**config.mk**
```make
export PLATFORM = sky130hd
export DESIGN_NAME = acc_alu
export DESIGN_NICKNAME = d
export VERILOG_FILES = /design/src/rtl/acc_pkg.sv /design/src/rtl/acc_ctrl.sv /design/src/rtl/acc_logic.sv /design/src/rtl/acc_datapath.sv /design/src/rtl/acc_alu.sv
export SDC_FILE = /design/constraint.sdc
export NUM_CORES = 1
export LEC_CHECK = 0
export BUFFER_PORTS_ARGS = -buffer_cell sky130_fd_sc_hd__buf_4
export CORE_ASPECT_RATIO = 0.7
export CORE_MARGIN = 10
export CORE_UTILIZATION = 54
export CTS_CLUSTER_SIZE = 8
export DETAILED_ROUTE_END_ITERATION = 8
export PLACE_DENSITY = 0.78
export SLEW_MARGIN = 10
export SYNTH_ARGS = -nofsm -noshare
export SYNTH_HDL_FRONTEND = slang
export SYNTH_SLANG_ARGS = --single-unit
```
**constraint.sdc**
```tcl
create_clock -name clk -period 2.7 [get_ports clk]
set_input_delay 0.675 -clock clk [delete_from_list [all_inputs] [get_ports clk]]
set_output_delay 0.675 -clock clk [all_outputs]
set_load 0.01 [all_outputs]
```
**src/rtl/acc_pkg.sv**
```systemverilog
package acc_pkg;
  typedef enum logic [2:0] {
    ALU_AND, ALU_ADD, ALU_DR, ALU_INP, ALU_CMA, ALU_SHR, ALU_SHL
  } alu_sel_e;

  typedef struct packed {
    logic     acLd;
    logic     acInc;
    logic     acClr;
    logic     eLd;
    logic     eClr;
    logic     eCmp;
    alu_sel_e aluSel;
  } acc_ctrl_t;
endpackage

```
**src/rtl/acc_ctrl.sv**
```systemverilog
module acc_ctrl
  import acc_pkg::*;
(
  input  logic      opClr,
  input  logic      opInc,
  input  logic      opAnd,
  input  logic      opAdd,
  input  logic      opLdr,
  input  logic      opInp,
  input  logic      opCma,
  input  logic      opShr,
  input  logic      opShl,
  input  logic      opCle,
  input  logic      opCme,
  output acc_ctrl_t ctrl
);
  always_comb begin
    ctrl = '{acLd: 1'b0, acInc: 1'b0, acClr: 1'b0, eLd: 1'b0,
             eClr: 1'b0, eCmp: 1'b0, aluSel: ALU_DR};
    if (opClr) begin
      ctrl.acClr = 1'b1;
    end else if (opInc) begin
      ctrl.acInc = 1'b1;
    end else if (opAnd) begin
      ctrl.acLd = 1'b1; ctrl.aluSel = ALU_AND;
    end else if (opAdd) begin
      ctrl.acLd = 1'b1; ctrl.eLd = 1'b1; ctrl.aluSel = ALU_ADD;
    end else if (opLdr) begin
      ctrl.acLd = 1'b1; ctrl.aluSel = ALU_DR;
    end else if (opInp) begin
      ctrl.acLd = 1'b1; ctrl.aluSel = ALU_INP;
    end else if (opCma) begin
      ctrl.acLd = 1'b1; ctrl.aluSel = ALU_CMA;
    end else if (opShr) begin
      ctrl.acLd = 1'b1; ctrl.eLd = 1'b1; ctrl.aluSel = ALU_SHR;
    end else if (opShl) begin
      ctrl.acLd = 1'b1; ctrl.eLd = 1'b1; ctrl.aluSel = ALU_SHL;
    end else if (opCle) begin
      ctrl.eClr = 1'b1;
    end else if (opCme) begin
      ctrl.eCmp = 1'b1;
    end
  end
endmodule

```
**src/rtl/acc_logic.sv**
```systemverilog
module acc_logic
  import acc_pkg::*;
#(
  parameter int DATA_W = 16,
  parameter int CHAR_W = 8
) (
  input  alu_sel_e          sel,
  input  logic [DATA_W-1:0] acCur,
  input  logic              eCur,
  input  logic [DATA_W-1:0] drIn,
  input  logic [CHAR_W-1:0] inpIn,
  output logic [DATA_W-1:0] acNext,
  output logic              eNext
);
  logic [DATA_W:0]   sumWide;
  logic [DATA_W-1:0] inpMerged;

  assign sumWide = {1'b0, acCur} + {1'b0, drIn};

  generate
    if (CHAR_W < DATA_W) begin : gMerge
      assign inpMerged = {acCur[DATA_W-1:CHAR_W], inpIn};
    end else begin : gFull
      assign inpMerged = inpIn[DATA_W-1:0];
    end
  endgenerate

  always_comb begin
    acNext = acCur;
    eNext  = eCur;
    case (sel)
      ALU_AND: acNext = acCur & drIn;
      ALU_ADD: {eNext, acNext} = sumWide;
      ALU_DR:  acNext = drIn;
      ALU_INP: acNext = inpMerged;
      ALU_CMA: acNext = ~acCur;
      ALU_SHR: begin
        acNext = {eCur, acCur[DATA_W-1:1]};
        eNext  = acCur[0];
      end
      ALU_SHL: begin
        acNext = {acCur[DATA_W-2:0], eCur};
        eNext  = acCur[DATA_W-1];
      end
      default: acNext = acCur;
    endcase
  end
endmodule

```
**src/rtl/acc_datapath.sv**
```systemverilog
module acc_datapath
  import acc_pkg::*;
#(
  parameter int DATA_W = 16,
  parameter int CHAR_W = 8
) (
  input  logic              clk,
  input  logic              rstN,
  input  acc_ctrl_t         ctrl,
  input  logic [DATA_W-1:0] drIn,
  input  logic [CHAR_W-1:0] inpIn,
  output logic [DATA_W-1:0] acOut,
  output logic              eOut
);
  localparam logic [DATA_W-1:0] ONE = {{(DATA_W-1){1'b0}}, 1'b1};

  logic [DATA_W-1:0] acReg;
  logic              eReg;
  logic [DATA_W-1:0] aluAc;
  logic              aluE;

  acc_logic #(.DATA_W(DATA_W), .CHAR_W(CHAR_W)) uLogic (
    .sel(ctrl.aluSel), .acCur(acReg), .eCur(eReg),
    .drIn(drIn), .inpIn(inpIn), .acNext(aluAc), .eNext(aluE)
  );

  always_ff @(posedge clk or negedge rstN) begin
    if (!rstN)            acReg <= '0;
    else if (ctrl.acClr)  acReg <= '0;
    else if (ctrl.acInc)  acReg <= acReg + ONE;
    else if (ctrl.acLd)   acReg <= aluAc;
  end

  always_ff @(posedge clk or negedge rstN) begin
    if (!rstN)           eReg <= 1'b0;
    else if (ctrl.eClr)  eReg <= 1'b0;
    else if (ctrl.eCmp)  eReg <= ~eReg;
    else if (ctrl.eLd)   eReg <= aluE;
  end

  assign acOut = acReg;
  assign eOut  = eReg;
endmodule

```
**src/rtl/acc_alu.sv**
```systemverilog
module acc_alu
  import acc_pkg::*;
#(
  parameter int DATA_W = 16,
  parameter int CHAR_W = 8
) (
  input  logic              clk,
  input  logic              rstN,
  input  logic [DATA_W-1:0] drIn,
  input  logic [CHAR_W-1:0] inpIn,
  input  logic              opClr,
  input  logic              opInc,
  input  logic              opAnd,
  input  logic              opAdd,
  input  logic              opLdr,
  input  logic              opInp,
  input  logic              opCma,
  input  logic              opShr,
  input  logic              opShl,
  input  logic              opCle,
  input  logic              opCme,
  output logic [DATA_W-1:0] acOut,
  output logic              eOut
);
  acc_ctrl_t ctrl;

  acc_ctrl uCtrl (
    .opClr(opClr), .opInc(opInc), .opAnd(opAnd), .opAdd(opAdd),
    .opLdr(opLdr), .opInp(opInp), .opCma(opCma), .opShr(opShr),
    .opShl(opShl), .opCle(opCle), .opCme(opCme), .ctrl(ctrl)
  );

  acc_datapath #(.DATA_W(DATA_W), .CHAR_W(CHAR_W)) uDp (
    .clk(clk), .rstN(rstN), .ctrl(ctrl), .drIn(drIn), .inpIn(inpIn),
    .acOut(acOut), .eOut(eOut)
  );
endmodule

```
==> summary.txt, run 1 <==
Logic synthesis
  – Commonest cells in the netlist: nand2_1, a21oi_1, nor2_1
  – Sequential fraction of the synthesis area: 0.157
  – Post-synthesis cell type count: 65
  – #FFs+latches synth: 17
  – Largest area contributor in the netlist: dfrtp_1
  – Async S/R FF share, synth: 1.00
  – Synthesized area: 2710 µm²
  – YS warnings: 0
  – Synth Flop Type: dfrtp_1
  – Top-area cell type share of the netlist area: 0.157
  – Post-Syn Instances: 361
  – Ranking of synthesized cells by area: dfrtp_1, ha_1, nand2_1, a21oi_1, o211ai_1
  – Number of flops mapped to enable cells by yosys: 0
  – Post-synth net total: 416
  – Mapped Avg Cell Area: 7.51 µm²
  – Cell with the most instances after synthesis: nand2_1

Worst setup path
  – Max incr delay on CP: 0.41 ns
  – Critical path endpoint category: flop
  – Crit-path cells: buf_4 -> ha_1 -> fa_1 -> a211oi_2 -> o21bai_1 -> o211ai_1 -> and2_1 -> nand3_1 -> a311o_1 -> nand3_1
  – CP max FO: 3
  – Buf+Inv Stages, Crit Path: 1
  – Data required time at the worst endpoint: 2.90 ns
  – Critical path startpoint category: primary input
  – CP Class: primary input to flop
  – CP top delay family: compound AO/OA/AOI/OAI gates
  – Most used cell, CP: nand3_1
  – Slowest-stage cell, CP: fa_1
  – CP arrival: 2.80 ns

Detailed routing
  – DR iter-0 viols: 536
  – Post-Route WL: 10700 µm
  – Residual DRC count: 0
  – DRT antenna net count: 0
  – Vias: 3484
  – Drt first pass iters: 5
  – Vias/cell: 7.00
  – Wire per inst: 21.4 µm

STA
  – # setup viols final: 0
  – Worst Tran Pin Value: 0.583 ns
  – Max Freq: 385 MHz
  – Final Skew: 0.000833 ns
  – Crit share post-route: 0.961
  – RSZ-0062 raised after global routing: no
  – Relative max-transition margin: 0.606
  – Min cycle time layout: 2.60 ns
  – Fin. max-slew vios: 0
  – Final hold violations: 0

Place
  – Routability cong.: 1.01
  – IO buf count: 53
  – Hpwl dp: 8170 µm
  – DP Area: 3330 µm²

Die
  – Starting density of the core: 0.564
  – Die X: 105 µm
  – # IOs: 54
  – Row count: 21
  – Die ar.: 8300 µm²
  – Die Span Y: 79.3 µm
  – Core area: 4810 µm²

GRT
  – First-pass GRT wire length: 16900 µm
  – Number of global-route vias before repair: 3305
  – Total global-route track usage: 0.245
  – Gr ovfl total: 0
  – Largest net degree at the start of global routing: 22
  – Initial antenna violation count: 0

CTS
  – Worst skew pair latency: 0.26 ns
  – CTS H-tree lvls: 1
  – CTS Hold Bufs: 0
  – Num CTS Buffers: 3
  – CTS max path bufs: 2
  – CTS Sinks: 17
  – Clock transition at path regs: 0.08 ns
  – TritonCTS clock tree: done
  – Root buffer cell: clkbuf_8

Layout
  – Area delta synth->final: 24.6%
  – Net count, final: 485
  – Antenna Cells: 0
  – FILL cells: 390
  – Post-Layout Inst Area: 3380 µm²
  – Layout cell share with drive strength beyond 1: 0.252

Pwr
  – LEAKAGE: 0.00148 µW
  – Pwr Total: 1080 µW
  – Power Density: 321 nW/µm²
  – Peak VDD IR: 0.200 mV

Outcome
  – Status: completed

Run
  – Max_cap viols: 0

Min path
  – HP Class: primary input to async pin
cell type report:
type,count,area (µm²),area share
flip-flops and latches,17,425,0.126
repair buffers,86,658,0.195
multi-input cells,314,2130,0.632
well taps,69,86.3,0.0255
clock buffers,4,45.0,0.0133
inverters,8,30.0,0.00889
worst paths after layout:
check / from / to / slack (ns) / cells past startpoint
worst min-delay path: rstN / uDp.acOut[3]$_DFFE_PN0P_ / 0.28 / 1
worst max register to register: uDp.acOut[0]$_DFFE_PN0P_ / uDp.acOut[10]$_DFFE_PN0P_ / 0.21 / 9
worst min register to register: uDp.acOut[10]$_DFFE_PN0P_ / uDp.acOut[10]$_DFFE_PN0P_ / 0.70 / 2
max in group asynchronous: rstN / uDp.acOut[2]$_DFFE_PN0P_ / 2.21 / 1
min in group clk: inpIn[2] / uDp.acOut[2]$_DFFE_PN0P_ / 0.67 / 3
worst max-delay path: drIn[0] / uDp.acOut[10]$_DFFE_PN0P_ / 0.10 / 10
sequential cells by signal, indices dropped and copies added (netlist names):
| name | cells |
|---|---|
| uDp.eOut | 1 |
| uDp.acOut | 16 |
worst register-to-register path: stages (launching register included):
cell and delay, ns:
dfrtp_1 0.42, ha_1 0.23, fa_1 0.41, a211oi_2 0.21, o21bai_1 0.15, o211ai_1 0.25
and2_1 0.20, nand3_1 0.11, a311o_1 0.38, nand3_1 0.08
power by group:
part	internal (µW)	total [µW]	switching, µW
sequential	275	322	47.5
combinational	248	553	306
clock	105	209	104
total	628	1080	457
cells in the final DEF (no fill, tap or decap), types with 3 or more instances in the layout:
master     Yosys  layout
nor2b_1        3       3
mux2i_1        3       3
dfrtp_1       17      17
xor2_1         9       9
nand3_1       13      13
nor3_1         3       3
a22oi_1        6       6
and3_1         9       9
nor2_2         3       3
o21ai_1       11      11
a31oi_1        5       5
buf_4          3      85
nand4_1        4       4
a221oi_1      12      12
xnor2_1        8       8
a221o_1        3       3
ha_1          17      17
o2111ai_1      5       5
o211ai_1      17      17
nand2_1       50      50
inv_1          8       8
nor2_1        20      20
o221ai_1       4       4
clkbuf_8       0       3
a21o_1         4       4
o21ai_0       16      16
a222oi_1       5       5
nor3_2         4       4
a21oi_1       32      32
a211oi_1       7       6
through the flow:
| step | instances | hold slack (ns) | utilization | setup WS [ns] | setup TNS, ns |
|---|---|---|---|---|---|
| floorplan | 361 | 0.379 | - | 0.104 | 0 |
| global placement | 494 | 0.562 | 0.692 | -0.0881 | -0.154 |
| detailed placement | 494 | 0.574 | 0.692 | -0.171 | -0.625 |
| CTS | 498 | 0.282 | 0.702 | 0.102 | 0 |
| global route | 498 | 0.282 | 0.703 | 0.0275 | 0 |
| finish | 498 | 0.275 | 0.703 | 0.104 | 0 |
repair_timing:
action	4_1_cts	5_1_grt
resized for setup	0	1
buffers inserted	0	0
setup endpoints to repair	0	1
endpoints found under the hold margin	0	0
per-layer routing:
metal / track usage / share of wire
met2: 0.360 / 0.40
met1: 0.311 / 0.39
met5: 0 / 0
met3: 0.112 / 0.18
met4: 0.0847 / 0.029
cells by family after synthesis:
logic type | count (synthesis) | synth area share
buffers and inverters | 30 | 0.0581
and+or+nand+nor | 124 | 0.233
DFF | 17 | 0.157
xor gates and xnor gates | 17 | 0.0549
adders and majority gates | 18 | 0.0858
muxes | 4 | 0.0152
AOI/OAI and AO/OA | 151 | 0.396
No activity file was read; power rests on OpenSTA's default activity.
==> inputs of run 2 (changes only) <==
- CORE_UTILIZATION: 54 -> 51
- clock period: 2.7 -> 2.3 ns (I/O delays scaled with it)
==> summary.txt, run 2 (same netlist as run 1, synthesis figures left out) <==
STA
  – Min cycle time layout: 2.31 ns
  – Final Skew: 0.0108 ns
  – Worst Tran Pin Value: 0.447 ns
  – Crit share post-route: 1.01
  – Max Freq: 432 MHz
  – # setup viols final: 2
  – Fin. max-slew vios: 0
  – Relative max-transition margin: 0.701
  – RSZ-0062 raised after global routing: yes
  – Setup WS post-layout: -0.0140 ns
  – Fin Setup TNS: -0.0265 ns
  – Final hold violations: 0

Worst setup path
  – CP max FO: 4
  – Data required time at the worst endpoint: 2.45 ns
  – CP arrival: 2.47 ns
  – Max incr delay on CP: 0.41 ns
  – Crit-path cells: ha_4 -> fa_2 -> a211oi_2 -> o21bai_2 -> o211ai_1 -> a21oi_2 -> or3_1 -> a31oi_1 -> o21ai_1
  – Critical path startpoint category: flop
  – Critical path endpoint category: flop
  – CP Class: flop to flop
  – Slowest-stage cell, CP: dfrtp_1

Layout
  – Fin util: 0.756
  – Net count, final: 548
  – Multi-input gate area in the final layout: 2190 µm²
  – FILL cells: 406
  – Max FFs per register: 16
  – Most frequent cells in the layout: buf_4, nand2_1, a21oi_1
  – Antenna Cells: 0
  – Area delta synth->final: 45.0%
  – Register area: 425 µm²
  – Most common cell after layout, fill and taps aside: buf_4
  – Layout cell share with drive strength beyond 1: 0.374

GRT
  – Gr ovfl total: 0
  – Largest net degree at the start of global routing: 18
  – First-pass GRT wire length: 18500 µm
  – Total global-route track usage: 0.267
  – Initial antenna violation count: 0
  – Number of global-route vias before repair: 3525

Die
  – Starting density of the core: 0.521
  – # IOs: 54
  – Core area: 5200 µm²
  – Die X: 107 µm
  – Die ar.: 8680 µm²
  – Die Span Y: 81.0 µm
  – Row count: 22

Pwr
  – LEAKAGE: 0.00180 µW
  – Power Density: 349 nW/µm²
  – Peak VDD IR: 0.238 mV

Detailed routing
  – Residual DRC count: 0
  – Vias/cell: 6.51
  – DRT antenna net count: 0
  – Vias: 3674
  – Wire per inst: 20.8 µm
  – Drt first pass iters: 5
  – DR iter-0 viols: 452
  – Post-Route WL: 11700 µm

CTS
  – CTS max path bufs: 2
  – CTS Sinks: 17
  – TritonCTS clock tree: done
  – Num CTS Buffers: 3
  – CTS Hold Bufs: 0
  – Root buffer cell: clkbuf_8
  – CTS H-tree lvls: 1
  – Clock transition at path regs: 0.08 ns
  – Worst skew pair latency: 0.26 ns

Outcome
  – Status: complete, but fails checks
  – Failing checks: negative setup slack

Place
  – Hpwl dp: 9540 µm
  – IO buf count: 53
  – Routability cong.: 1.05

Min path
  – HP Class: primary input to async pin

Run
  – Max_cap viols: 0
==> run 2: cell count changes in the layout (fill, tap and decap cells not counted), moves of 2 or more <==
cell | before | now
buf_4 | 85 | 146
and3_1 | 9 | 7
nand3_1 | 13 | 11
nand3_2 | 0 | 2
o21ai_2 | 1 | 3
==> run 2: what timing repair did <==
item	in CTS	in global routing
endpoints found under the setup margin	4	6
resized for setup	3	10
pin swaps	6	4
gates cloned	0	0
setup buffers	0	2
==> run 2: power breakdown <==
part | internal [µW] | switching [µW]
Clock | 123 | 117
Sequential | 323 | 41.7
Combinational | 368 | 399
==> run 2: layout make-up <==
| class | count | area share |
|---|---|---|
| timing repair buffer | 149 | 0.292 |
| clock buffer | 4 | 0.0115 |
| tap | 72 | 0.0229 |
| sequential | 17 | 0.108 |
| inverter | 8 | 0.00764 |
| multi-input combinational | 314 | 0.558 |
==> run 2: worst max-delay path, delay by kind of cell, from the launching register on <==
family / cells / cell delay, ns
simple gates: 1 / 0.30
fa+ha+maj: 2 / 0.54
compound gates: 6 / 0.93
flops: 1 / 0.41
==> run 2: path summary, 6_finish.rpt <==
check	startpoint	end	slack [ns]	depth (start not counted)
max reg2reg	uDp.acOut[0]$_DFFE_PN0P_	uDp.acOut[14]$_DFFE_PN0P_	-0.01	9
min in group clk	opClr	uDp.acOut[5]$_DFFE_PN0P_	0.53	2
max	uDp.acOut[0]$_DFFE_PN0P_	uDp.acOut[14]$_DFFE_PN0P_	-0.01	9
max in group asynchronous	rstN	uDp.acOut[2]$_DFFE_PN0P_	1.90	1
min reg2reg	uDp.acOut[10]$_DFFE_PN0P_	uDp.acOut[10]$_DFFE_PN0P_	0.70	2
min	rstN	uDp.acOut[0]$_DFFE_PN0P_	0.17	1
==> run 2: metrics by stage <==
step	cells	worst slack [ns]	power, µW	area (µm²)	hold WS (ns)
2_1_floorplan	361	-0.0406	758	2730	0.279
3_5_place_dp	558	-0.384	1090	3820	0.464
4_1_cts	562	-0.0114	1340	3880	0.175
3_3_place_gp	558	-0.305	1080	3820	0.461
6_report	564	-0.0140	1370	3930	0.171
5_1_grt	564	-0.167	1450	3930	0.172
==> run 2: layer usage <==
metal,track usage,wire (µm),up-vias
met5,0,0,-
met3,0.0964,1760,15
met4,0.0633,119,0
li1,-,-,1677
met1,0.372,5050,1732
met2,0.380,4780,250
